File: src/rtl/pwb_pkg.sv
package pwb_pkg;

  typedef enum logic [1:0] {
    ST_IDLE = 2'd0,
    ST_RD   = 2'd1,
    ST_WR   = 2'd2
  } bus_st_e;

  // circular pointer advance
  function automatic int unsigned wrap_inc(int unsigned p, int unsigned lim);
    return (p + 1 >= lim) ? 0 : p + 1;
  endfunction

  // a read must be abandoned when the target ignored it
  function automatic logic must_retry(logic inhibited, logic decoded);
    return inhibited & decoded;
  endfunction

  // the result may go to a cache only if no I/O target claimed it
  function automatic logic may_cache(logic decoded);
    return ~decoded;
  endfunction

endpackage

File: src/rtl/pwb_wfifo.sv
module pwb_wfifo #(
  parameter int AW    = 16,
  parameter int DW    = 16,
  parameter int DEPTH = 4
) (
  input  logic          clk,
  input  logic          rst_n,
  input  logic          push,
  input  logic          pop,
  input  logic [AW-1:0] in_addr,
  input  logic [DW-1:0] in_data,
  output logic [AW-1:0] head_addr,
  output logic [DW-1:0] head_data,
  output logic          empty,
  output logic          full
);
  localparam int PTRW = (DEPTH > 1) ? $clog2(DEPTH) : 1;
  localparam int CW   = $clog2(DEPTH + 1);

  logic [PTRW-1:0] wr_ptr, rd_ptr;
  logic [CW-1:0]   cnt;
  logic [AW-1:0]   addr_v [DEPTH];
  logic [DW-1:0]   data_v [DEPTH];

  generate
    for (genvar g = 0; g < DEPTH; g++) begin : g_ent
      logic [AW-1:0] a_q;
      logic [DW-1:0] d_q;
      always_ff @(posedge clk) begin
        if (push && wr_ptr == PTRW'(g)) begin
          a_q <= in_addr;
          d_q <= in_data;
        end
      end
      assign addr_v[g] = a_q;
      assign data_v[g] = d_q;
    end
  endgenerate

  always_ff @(posedge clk) begin
    if (!rst_n) begin
      wr_ptr <= '0;
      rd_ptr <= '0;
      cnt    <= '0;
    end else begin
      if (push) wr_ptr <= PTRW'(pwb_pkg::wrap_inc(32'(wr_ptr), DEPTH));
      if (pop)  rd_ptr <= PTRW'(pwb_pkg::wrap_inc(32'(rd_ptr), DEPTH));
      cnt <= cnt + CW'(push) - CW'(pop);
    end
  end

  assign head_addr = addr_v[rd_ptr];
  assign head_data = data_v[rd_ptr];
  assign empty     = (cnt == '0);
  assign full      = (cnt == CW'(DEPTH));

  AST_NO_OVERFLOW: assert property (@(posedge clk) disable iff (!rst_n)
    push |-> (cnt < CW'(DEPTH)));
  AST_NO_UNDERFLOW: assert property (@(posedge clk) disable iff (!rst_n)
    pop |-> (cnt != '0));

endmodule

File: src/rtl/pwb_bus_seq.sv
module pwb_bus_seq #(
  parameter int AW = 16,
  parameter int DW = 16
) (
  input  logic          clk,
  input  logic          rst_n,
  input  logic          rd_pend,
  input  logic [AW-1:0] rd_addr,
  input  logic          fifo_empty,
  input  logic [AW-1:0] head_addr,
  input  logic [DW-1:0] head_data,
  output logic          pop,
  output logic          rd_complete,
  output logic          flush_q,
  output logic [AW-1:0] bus_addr,
  output logic [DW-1:0] bus_wdata,
  input  logic [DW-1:0] bus_rdata,
  output logic          bus_rd,
  output logic          bus_wr,
  output logic          bus_inhibit,
  input  logic          bus_ready,
  input  logic          bus_decode,
  output logic          cr_done,
  output logic [DW-1:0] cr_rdata,
  output logic          cr_cacheable
);
  import pwb_pkg::*;

  bus_st_e st;

  // named internal events
  logic rd_issue, wr_issue, retry;

  assign rd_issue    = (st == ST_IDLE) && rd_pend && (!flush_q || fifo_empty);
  assign wr_issue    = (st == ST_IDLE) && !fifo_empty && (!rd_pend || flush_q);
  assign retry       = (st == ST_RD) && bus_ready && must_retry(bus_inhibit, bus_decode);
  assign rd_complete = (st == ST_RD) && bus_ready && !retry;
  assign pop         = (st == ST_WR) && bus_ready;

  always_ff @(posedge clk) begin
    if (!rst_n) begin
      st           <= ST_IDLE;
      bus_rd       <= 1'b0;
      bus_wr       <= 1'b0;
      bus_inhibit  <= 1'b0;
      bus_addr     <= '0;
      bus_wdata    <= '0;
      flush_q      <= 1'b0;
      cr_done      <= 1'b0;
      cr_rdata     <= '0;
      cr_cacheable <= 1'b0;
    end else begin
      cr_done <= 1'b0;
      unique case (st)
        ST_IDLE: begin
          if (rd_issue) begin
            st          <= ST_RD;
            bus_rd      <= 1'b1;
            bus_addr    <= rd_addr;
            bus_inhibit <= !fifo_empty;
            flush_q     <= 1'b0;
          end else if (wr_issue) begin
            st        <= ST_WR;
            bus_wr    <= 1'b1;
            bus_addr  <= head_addr;
            bus_wdata <= head_data;
          end
        end
        ST_RD: begin
          if (bus_ready) begin
            st          <= ST_IDLE;
            bus_rd      <= 1'b0;
            bus_inhibit <= 1'b0;
            if (retry) begin
              flush_q <= 1'b1;
            end else begin
              cr_done      <= 1'b1;
              cr_rdata     <= bus_rdata;
              cr_cacheable <= may_cache(bus_decode);
            end
          end
        end
        ST_WR: begin
          if (bus_ready) begin
            st     <= ST_IDLE;
            bus_wr <= 1'b0;
          end
        end
        default: st <= ST_IDLE;
      endcase
    end
  end

  AST_ONE_STROBE: assert property (@(posedge clk) disable iff (!rst_n)
    !(bus_rd && bus_wr));
  AST_STROBE_HOLD: assert property (@(posedge clk) disable iff (!rst_n)
    (bus_rd && !bus_ready) |=> (bus_rd && $stable(bus_addr)));
  AST_INH_NEEDS_DATA: assert property (@(posedge clk) disable iff (!rst_n)
    ($rose(bus_rd) && bus_inhibit) |-> !fifo_empty);
  AST_REISSUE_CLEAN: assert property (@(posedge clk) disable iff (!rst_n)
    ($rose(bus_rd) && $past(flush_q)) |-> !bus_inhibit);
  AST_RD_FIRST: assert property (@(posedge clk) disable iff (!rst_n)
    $rose(bus_wr) |-> (!$past(rd_pend) || $past(flush_q)));
  AST_CACHE_FLAG: assert property (@(posedge clk) disable iff (!rst_n)
    cr_done |-> (cr_cacheable == !$past(bus_decode)));

endmodule

File: src/rtl/pwb_unit.sv
module pwb_unit #(
  parameter int AW    = 16,
  parameter int DW    = 16,
  parameter int DEPTH = 4
) (
  input  logic          clk,
  input  logic          rst_n,
  input  logic          cw_valid,
  output logic          cw_ack,
  input  logic [AW-1:0] cw_addr,
  input  logic [DW-1:0] cw_data,
  input  logic          cr_valid,
  output logic          cr_ready,
  input  logic [AW-1:0] cr_addr,
  output logic          cr_done,
  output logic [DW-1:0] cr_rdata,
  output logic          cr_cacheable,
  output logic [AW-1:0] bus_addr,
  output logic [DW-1:0] bus_wdata,
  input  logic [DW-1:0] bus_rdata,
  output logic          bus_rd,
  output logic          bus_wr,
  output logic          bus_inhibit,
  input  logic          bus_ready,
  input  logic          bus_decode
);
  logic          push, pop, f_empty, f_full, flush_q, rd_complete;
  logic          rd_pend;
  logic [AW-1:0] rd_addr_q, head_addr;
  logic [DW-1:0] head_data;

  // writes are refused while a flush is in progress so the reissue finds the buffer empty
  assign cw_ack   = !f_full && !flush_q;
  assign push     = cw_valid && cw_ack;
  assign cr_ready = !rd_pend;

  always_ff @(posedge clk) begin
    if (!rst_n) begin
      rd_pend   <= 1'b0;
      rd_addr_q <= '0;
    end else if (cr_valid && cr_ready) begin
      rd_pend   <= 1'b1;
      rd_addr_q <= cr_addr;
    end else if (rd_complete) begin
      rd_pend <= 1'b0;
    end
  end

  pwb_wfifo #(.AW(AW), .DW(DW), .DEPTH(DEPTH)) wfifo_i (
    .clk(clk), .rst_n(rst_n), .push(push), .pop(pop),
    .in_addr(cw_addr), .in_data(cw_data),
    .head_addr(head_addr), .head_data(head_data),
    .empty(f_empty), .full(f_full)
  );

  pwb_bus_seq #(.AW(AW), .DW(DW)) seq_i (
    .clk(clk), .rst_n(rst_n),
    .rd_pend(rd_pend), .rd_addr(rd_addr_q),
    .fifo_empty(f_empty), .head_addr(head_addr), .head_data(head_data),
    .pop(pop), .rd_complete(rd_complete), .flush_q(flush_q),
    .bus_addr(bus_addr), .bus_wdata(bus_wdata), .bus_rdata(bus_rdata),
    .bus_rd(bus_rd), .bus_wr(bus_wr), .bus_inhibit(bus_inhibit),
    .bus_ready(bus_ready), .bus_decode(bus_decode),
    .cr_done(cr_done), .cr_rdata(cr_rdata), .cr_cacheable(cr_cacheable)
  );

  AST_DONE_HAS_READ: assert property (@(posedge clk) disable iff (!rst_n)
    cr_done |-> $past(rd_pend));
  AST_FLUSH_HOLDS_READ: assert property (@(posedge clk) disable iff (!rst_n)
    flush_q |-> rd_pend);

endmodule

File: config.mk
export PLATFORM = sky130hd
export DESIGN_NAME = pwb_unit
export DESIGN_NICKNAME = d
export VERILOG_FILES = /design/src/rtl/pwb_pkg.sv /design/src/rtl/pwb_wfifo.sv /design/src/rtl/pwb_bus_seq.sv /design/src/rtl/pwb_unit.sv
export SDC_FILE = /design/constraint.sdc
export NUM_CORES = 1
export LEC_CHECK = 0
export BUFFER_PORTS_ARGS = -buffer_cell sky130_fd_sc_hd__buf_2
export CORE_MARGIN = 3
export CORE_UTILIZATION = 40
export CTS_CLUSTER_SIZE = 8
export DETAILED_ROUTE_END_ITERATION = 12
export SLEW_MARGIN = 10
export SYNTH_ARGS = -nofsm -noshare
export SYNTH_HDL_FRONTEND = slang
export SYNTH_HIERARCHICAL = 1
export SYNTH_SLANG_ARGS = --single-unit
export TNS_END_PERCENT = 10
File: constraint.sdc
create_clock -name clk -period 2.6 [get_ports clk]
set_input_delay 0.26 -clock clk [delete_from_list [all_inputs] [get_ports clk]]
set_output_delay 0.26 -clock clk [all_outputs]
set_load 0.01 [all_outputs]
# Word-level counts from Yosys, hierarchy flattened
# Cells that the tools add are included.
# totals
ff_bits	208
in_bits	70
out_inout_bits	55
elab_cells	116
# op_classes
n_addsub	4
magnitude_cmp	3
n_eq_ne	14
mux	29
bitwise_logic	5
reduce_logical	38
# ops
op	count
2-to-1 mux 16 bit	6
binary-select mux 16 bit (select 2 bit)	2
logical AND 1 bit	15
AND reduction 3 bit	4
2-to-1 mux 1 bit	11
2-to-1 mux 2 bit	5
greater-or-equal comparator 3 bit, second input constant	3
inequality test 2 x 1 -> 1 bit, second input constant	4
one-hot mux 1 bit (2 select lines)	4
AND reduction 4 bit	2
nonzero test 2 bit	4
adder 2 x 1 -> 3 bit, second input constant	2
== test 2 bit, second input constant	3
inequality test 2 bit, second input constant	3
logical NOT 1 bit	5
== test 2 x 1 -> 1 bit, second input constant	2
logical NOT 2 bit	2
one-hot mux 2 bit (2 select lines)	1
AND reduction 2 bit	2
adder 3 x 1 -> 3 bit	1
== test 3 bit, second input constant	1
logical NOT 3 bit	1
inequality test 3 x 1 -> 1 bit, second input constant	1
inverter 1 bit	3
5 further kinds	6

# Longest topological paths before layout
# depth
word_depth	7
ltp_mapped	10
depth_no_buf	10

# Modules after synthesis
# Netlist, hierarchy kept.
# modules_own_cells
module	instances	cells_per_inst	area_each_um2	seq_area_each_um2
pwb_wfifo	1	209	5051.1	3983.8
pwb_bus_seq	1	299	2658.8	1121.1
pwb_unit	1	77	708.2	340.3

# Worst setup path before layout
# OpenSTA, ideal clock, no wires.
# synth_path
path_kind	reg-to-reg
from	register wfifo_i.cnt[2]
to	register wfifo_i.g_ent[0].a_q[0], enable pin
setup_ps	392
t_arrival_ps	1726
required_ps	2208
setup_slack_ps	482
path_stages_with_launch	5
path_buffers	0
synth_period_minus_slack_ps	2118
path_cell_list	dfxtp_1 nor3b_1 nor2_1 and2_1 and2_1
# synth_between
elab_chain_cells	5
# synth_lines
element	line	text
from (decl)	pwb_wfifo.sv:21	logic [CW-1:0] cnt;
from (signal assigned)	pwb_wfifo.sv:48	cnt <= cnt + CW'(push) - CW'(pop);
== test 3 bit	pwb_wfifo.sv:55	assign full = (cnt == CW'(DEPTH));
net f_full	pwb_unit.sv:27	logic push, pop, f_empty, f_full, flush_q, rd_complete;
logical NOT 1 bit	pwb_unit.sv:33	assign cw_ack = !f_full && !flush_q;
logical AND 1 bit	pwb_unit.sv:33	
net cw_ack	pwb_unit.sv:9	output logic cw_ack,
logical AND 1 bit	pwb_unit.sv:34	assign push = cw_valid && cw_ack;
net push	pwb_unit.sv:27	
logical AND 1 bit	pwb_wfifo.sv:30	if (push && wr_ptr == PTRW'(g)) begin
to (signal assigned)	pwb_wfifo.sv:31	a_q <= in_addr;
to (decl)	pwb_wfifo.sv:27	logic [AW-1:0] a_q;
# The timed path passes the listed nets, and every way through them passes these cells.
# A chain may end at the register's enable or synchronous reset.

# Worst setup path in the final report
# layout_path
from	register seq_i.st[0]
to	register wfifo_i.cnt[2]
# layout_between
elab_chain_cells	3
# layout_lines
element	line	text
from (decl)	pwb_bus_seq.sv:29	bus_st_e st;
from (signal assigned)	pwb_bus_seq.sv:42	st <= ST_IDLE;
from (signal assigned)	pwb_bus_seq.sv:57	st <= ST_RD;
from (signal assigned)	pwb_bus_seq.sv:63	st <= ST_WR;
== test 2 bit	pwb_bus_seq.sv:38	assign pop = (st == ST_WR) && bus_ready;
logical AND 1 bit	pwb_bus_seq.sv:38	
net pop	pwb_unit.sv:27	
subtractor 3 x 1 -> 3 bit	pwb_wfifo.sv:48	
# The timed path passes the listed nets, and every way through them passes these cells.

==> impl_metrics.yaml <==
timing:
  finalSetupTns_ns: 0
  clock.fmax_ghz: 0.478
  rsz0062_at_grt: "false"
  setup_viol: 0
  period_needed_ns: 2.09
  finClkSkew_ns: 0.0135
  tightestPinTransition_ns: 0.792
  fin_crit_sh_pct: 80.5
  fin_ws_ns: 0.506
  final_hold_viol_count: 0
  relSlewSlack_pct: 47.2
  final_max_slew_viol_count: 0
route:
  routedWlPerCell_um: 17.4
  vias: 5480
  drcViolationCount: 0
  drtAntennaViolNets: 0
  via_per_inst: 5.15
  firstDrtPassIters: 6
  drt-total-wl_um: 18600
  first_iter_violations: 398
die:
  die_x_um: 151
  io_pins: 125
  start_util_pct: 41.2
  die_area_sq_um: 22800
  die_h_um: 151
  num_rows: 52
  core_sq_um: 20400
placement:
  place_area_sq_um: 9240
  place_ws_ns: 0.517
  port_buffers: 124
  dp_cells: 951
  hpwl_um: 11600
  place_congestion: 0.768
final_layout:
  final_nets: 857
  final_cells: 1064
  fin_area_sq_um: 10700
  layout-drive-gt1-share_pct: 26.4
  final_util_pct: 52.4
  n_fill_cell: 1735
  area_growth_syn_to_layout_pct: 27.1
worst_setup_path:
  max_stage_delay_ns: 0.36
  worstPathCellList: "inv_1 > ha_1 > and2_1 > ha_1 > inv_1 > ha_1 > inv_1 > fa_1 > xnor3_1 > nor2_1"
  path_max_fanout: 5
  crit_type: "reg -> reg"
  crit_arrival_ns: 2.51
  critPathLaunchType: "flop"
  slowest_stage: "fa_1"
  cp-end-kind: "flop"
  critical_path_required_ns: 3.01
global_route:
  grt_pass1_vias: 5510
  grt_start_max_net_pins: 49
  antenna_found_initial: 1
  grt-ovfl-total: 0
  grt_pass1_wl_um: 29000
  grt_use_total_pct: 16.1
yosys:
  syn_area_sq_um: 8420
  async_reset_ff_share_pct: 0
  synth_ff_type: "edfxtp_1"
  yosys_warnings: 6
  ys_seq_area_share_pct: 64.7
  syn-num-nets: 666
  synth_edf_count: 128
  synth_seq_cells: 208
  ys_types: 50
  syn_area_per_cell_sq_um: 14.4
  syn-instance-count: 585
clocking:
  cts_max_path_buffers: 3
  cts_setup_buffers: 0
  cts.reportedPaths.clkPinSlew_ns: 0.05
  cts_buffers: 29
  ctsRootBufferMaster: "clkbuf_16"
  clk_latency_ns: 0.54
  htreeDepth: 1
  cts_tree: "built"
  clock_sinks: 208
outcome:
  status: "finished, final reports clean"
power:
  p_leak_uw: 0.00408
  power.density_nw_per_um2: 951
  vdd_drop_max_mv: 0.539
flow_run:
  drv_cap: 0
hold_path:
  hold_path_class: "in -> reg"
==> registers in the layout (all words and copies together) (netlist names) <==
register            cells
wfifo_i/g_ent.a_q      64
wfifo_i/g_ent.d_q      64
rd_addr_q              16
seq_i/bus_addr         16
seq_i/bus_wdata        16
seq_i/cr_rdata         16
wfifo_i/cnt             3
seq_i/st                2
wfifo_i/rd_ptr          2
wfifo_i/wr_ptr          2
rd_pend                 1
seq_i/bus_inhibit       1
seq_i/bus_rd            1
seq_i/bus_wr            1
seq_i/cr_cacheable      1
seq_i/cr_done           1
seq_i/flush_q           1
==> layer usage <==
| layer | routed length [um] | GRT usage, % | part of all wire [%] |
|---|---|---|---|
| met5 | 0 | 0 | 0 |
| met2 | 8560 | 26.3 | 46 |
| met3 | 1000 | 3.08 | 5.4 |
| met1 | 8550 | 22.1 | 46 |
| met4 | 444 | 4.62 | 2.4 |
==> area by class of cell <==
cell class | instances | area [sq um] | area share (%)
Sequential cell | 208 | 5450 | 50.9
Tap cell | 270 | 338 | 3.16
Clock buffer | 47 | 793 | 7.42
Clock inverter | 1 | 20.0 | 0.187
Multi-Input combinational cell | 303 | 2600 | 24.3
Inverter | 29 | 109 | 1.02
Antenna cell | 1 | 2.50 | 0.0234
Timing Repair Buffer | 205 | 1390 | 13.0
==> power by group <==
part / leakage (uW) / total (uW) / switching (uW) / internal (uW)
clock network: 0.000388 / 3340 / 1290 / 2050
logic: 0.00186 / 2560 / 1430 / 1120
registers: 0.00183 / 4280 / 258 / 4020
total: 0.00408 / 10200 / 2980 / 7200
==> cell usage after synthesis (all sizes together), types with 2 or more instances <==
cell / count / area share, %
a21boi: 34 / 3.0
a21o: 16 / 1.4
a21oi: 3 / 0.22
and2: 9 / 0.67
buf: 30 / 2.5
clkbuf: 15 / 0.67
dfxtp: 80 / 19
edfxtp: 128 / 46
ha: 10 / 1.5
inv: 29 / 1.3
mux2i: 18 / 2.1
mux4: 32 / 8.7
nand2: 40 / 1.8
nand2b: 6 / 0.45
nand3: 33 / 2.0
nor2: 7 / 0.31
nor2b: 4 / 0.36
nor3: 2 / 0.12
o2111a: 16 / 2.1
o2111ai: 16 / 1.7
o21ai: 36 / 2.1
o22ai: 3 / 0.22
or3b: 2 / 0.21
==> worst paths after layout <==
check	from	endpoint	slack (ns)	cells after the start
worst max-delay path	seq_i/st[0]	wfifo_i/cnt[2]	0.51	10
worst min-delay path	cr_addr[14]	rd_addr_q[14]	0.04	3
worst max register to register	seq_i/st[0]	wfifo_i/cnt[2]	0.51	10
worst min register to register	rd_addr_q[3]	rd_addr_q[3]	0.46	2
==> per-stage QoR <==
stage / total power, uW / hold slack [ns]
floorplan: 6040 / 0.359
global placement: 6760 / 0.444
detailed placement: 6840 / 0.449
CTS: 10300 / 0.00309
global route: 10700 / 0.0206
finish: 10200 / 0.0404
==> what timing repair did <==
item	4_1_cts	5_1_grt
gates resized for setup	0	0
hold endpoints to repair	160	0
hold buffers	64	0
endpoints found under the setup margin	0	0
==> cells in the final DEF (no fill, tap or decap), types with 2 or more instances in the layout <==
cell type | netlist | routed
buf_4 | 1 | 17
inv_1 | 27 | 27
and2_1 | 9 | 9
clkbuf_16 | 0 | 29
nor3_1 | 2 | 2
nand2_1 | 40 | 40
buf_2 | 19 | 124
nand2b_1 | 6 | 6
a21boi_1 | 27 | 27
clkbuf_1 | 15 | 18
mux4_2 | 30 | 30
nor2b_1 | 2 | 2
a21boi_0 | 7 | 7
nor2_1 | 7 | 7
nor2b_2 | 2 | 2
dfxtp_1 | 80 | 79
mux4_1 | 2 | 2
mux2i_1 | 18 | 18
edfxtp_1 | 128 | 128
o21ai_1 | 23 | 23
a21o_1 | 16 | 16
o2111ai_1 | 16 | 16
nand3_1 | 33 | 33
dlygate4sd3_1 | 0 | 64
ha_1 | 10 | 10
o21ai_0 | 13 | 13
a21oi_1 | 2 | 2
o2111a_1 | 16 | 16
inv_2 | 2 | 2
o22ai_1 | 3 | 3
==> critical path: cells and delay by family (launching register included) <==
family,cells,cell delay (ns)
flops,1,0.35
simple gates,2,0.25
fa+ha+maj,4,1.00
buf+inv,3,0.18
xor+xnor,1,0.20
==> cells by family after synthesis <==
family,share of synthesized area [%]
compound gates,11.7
simple gates,6.44
mux,10.8
fa+ha+maj,1.72
xor+xnor,0.268
flops,64.7
buf+inv,4.44
Note: power is estimated with default switching activity, not from simulation.
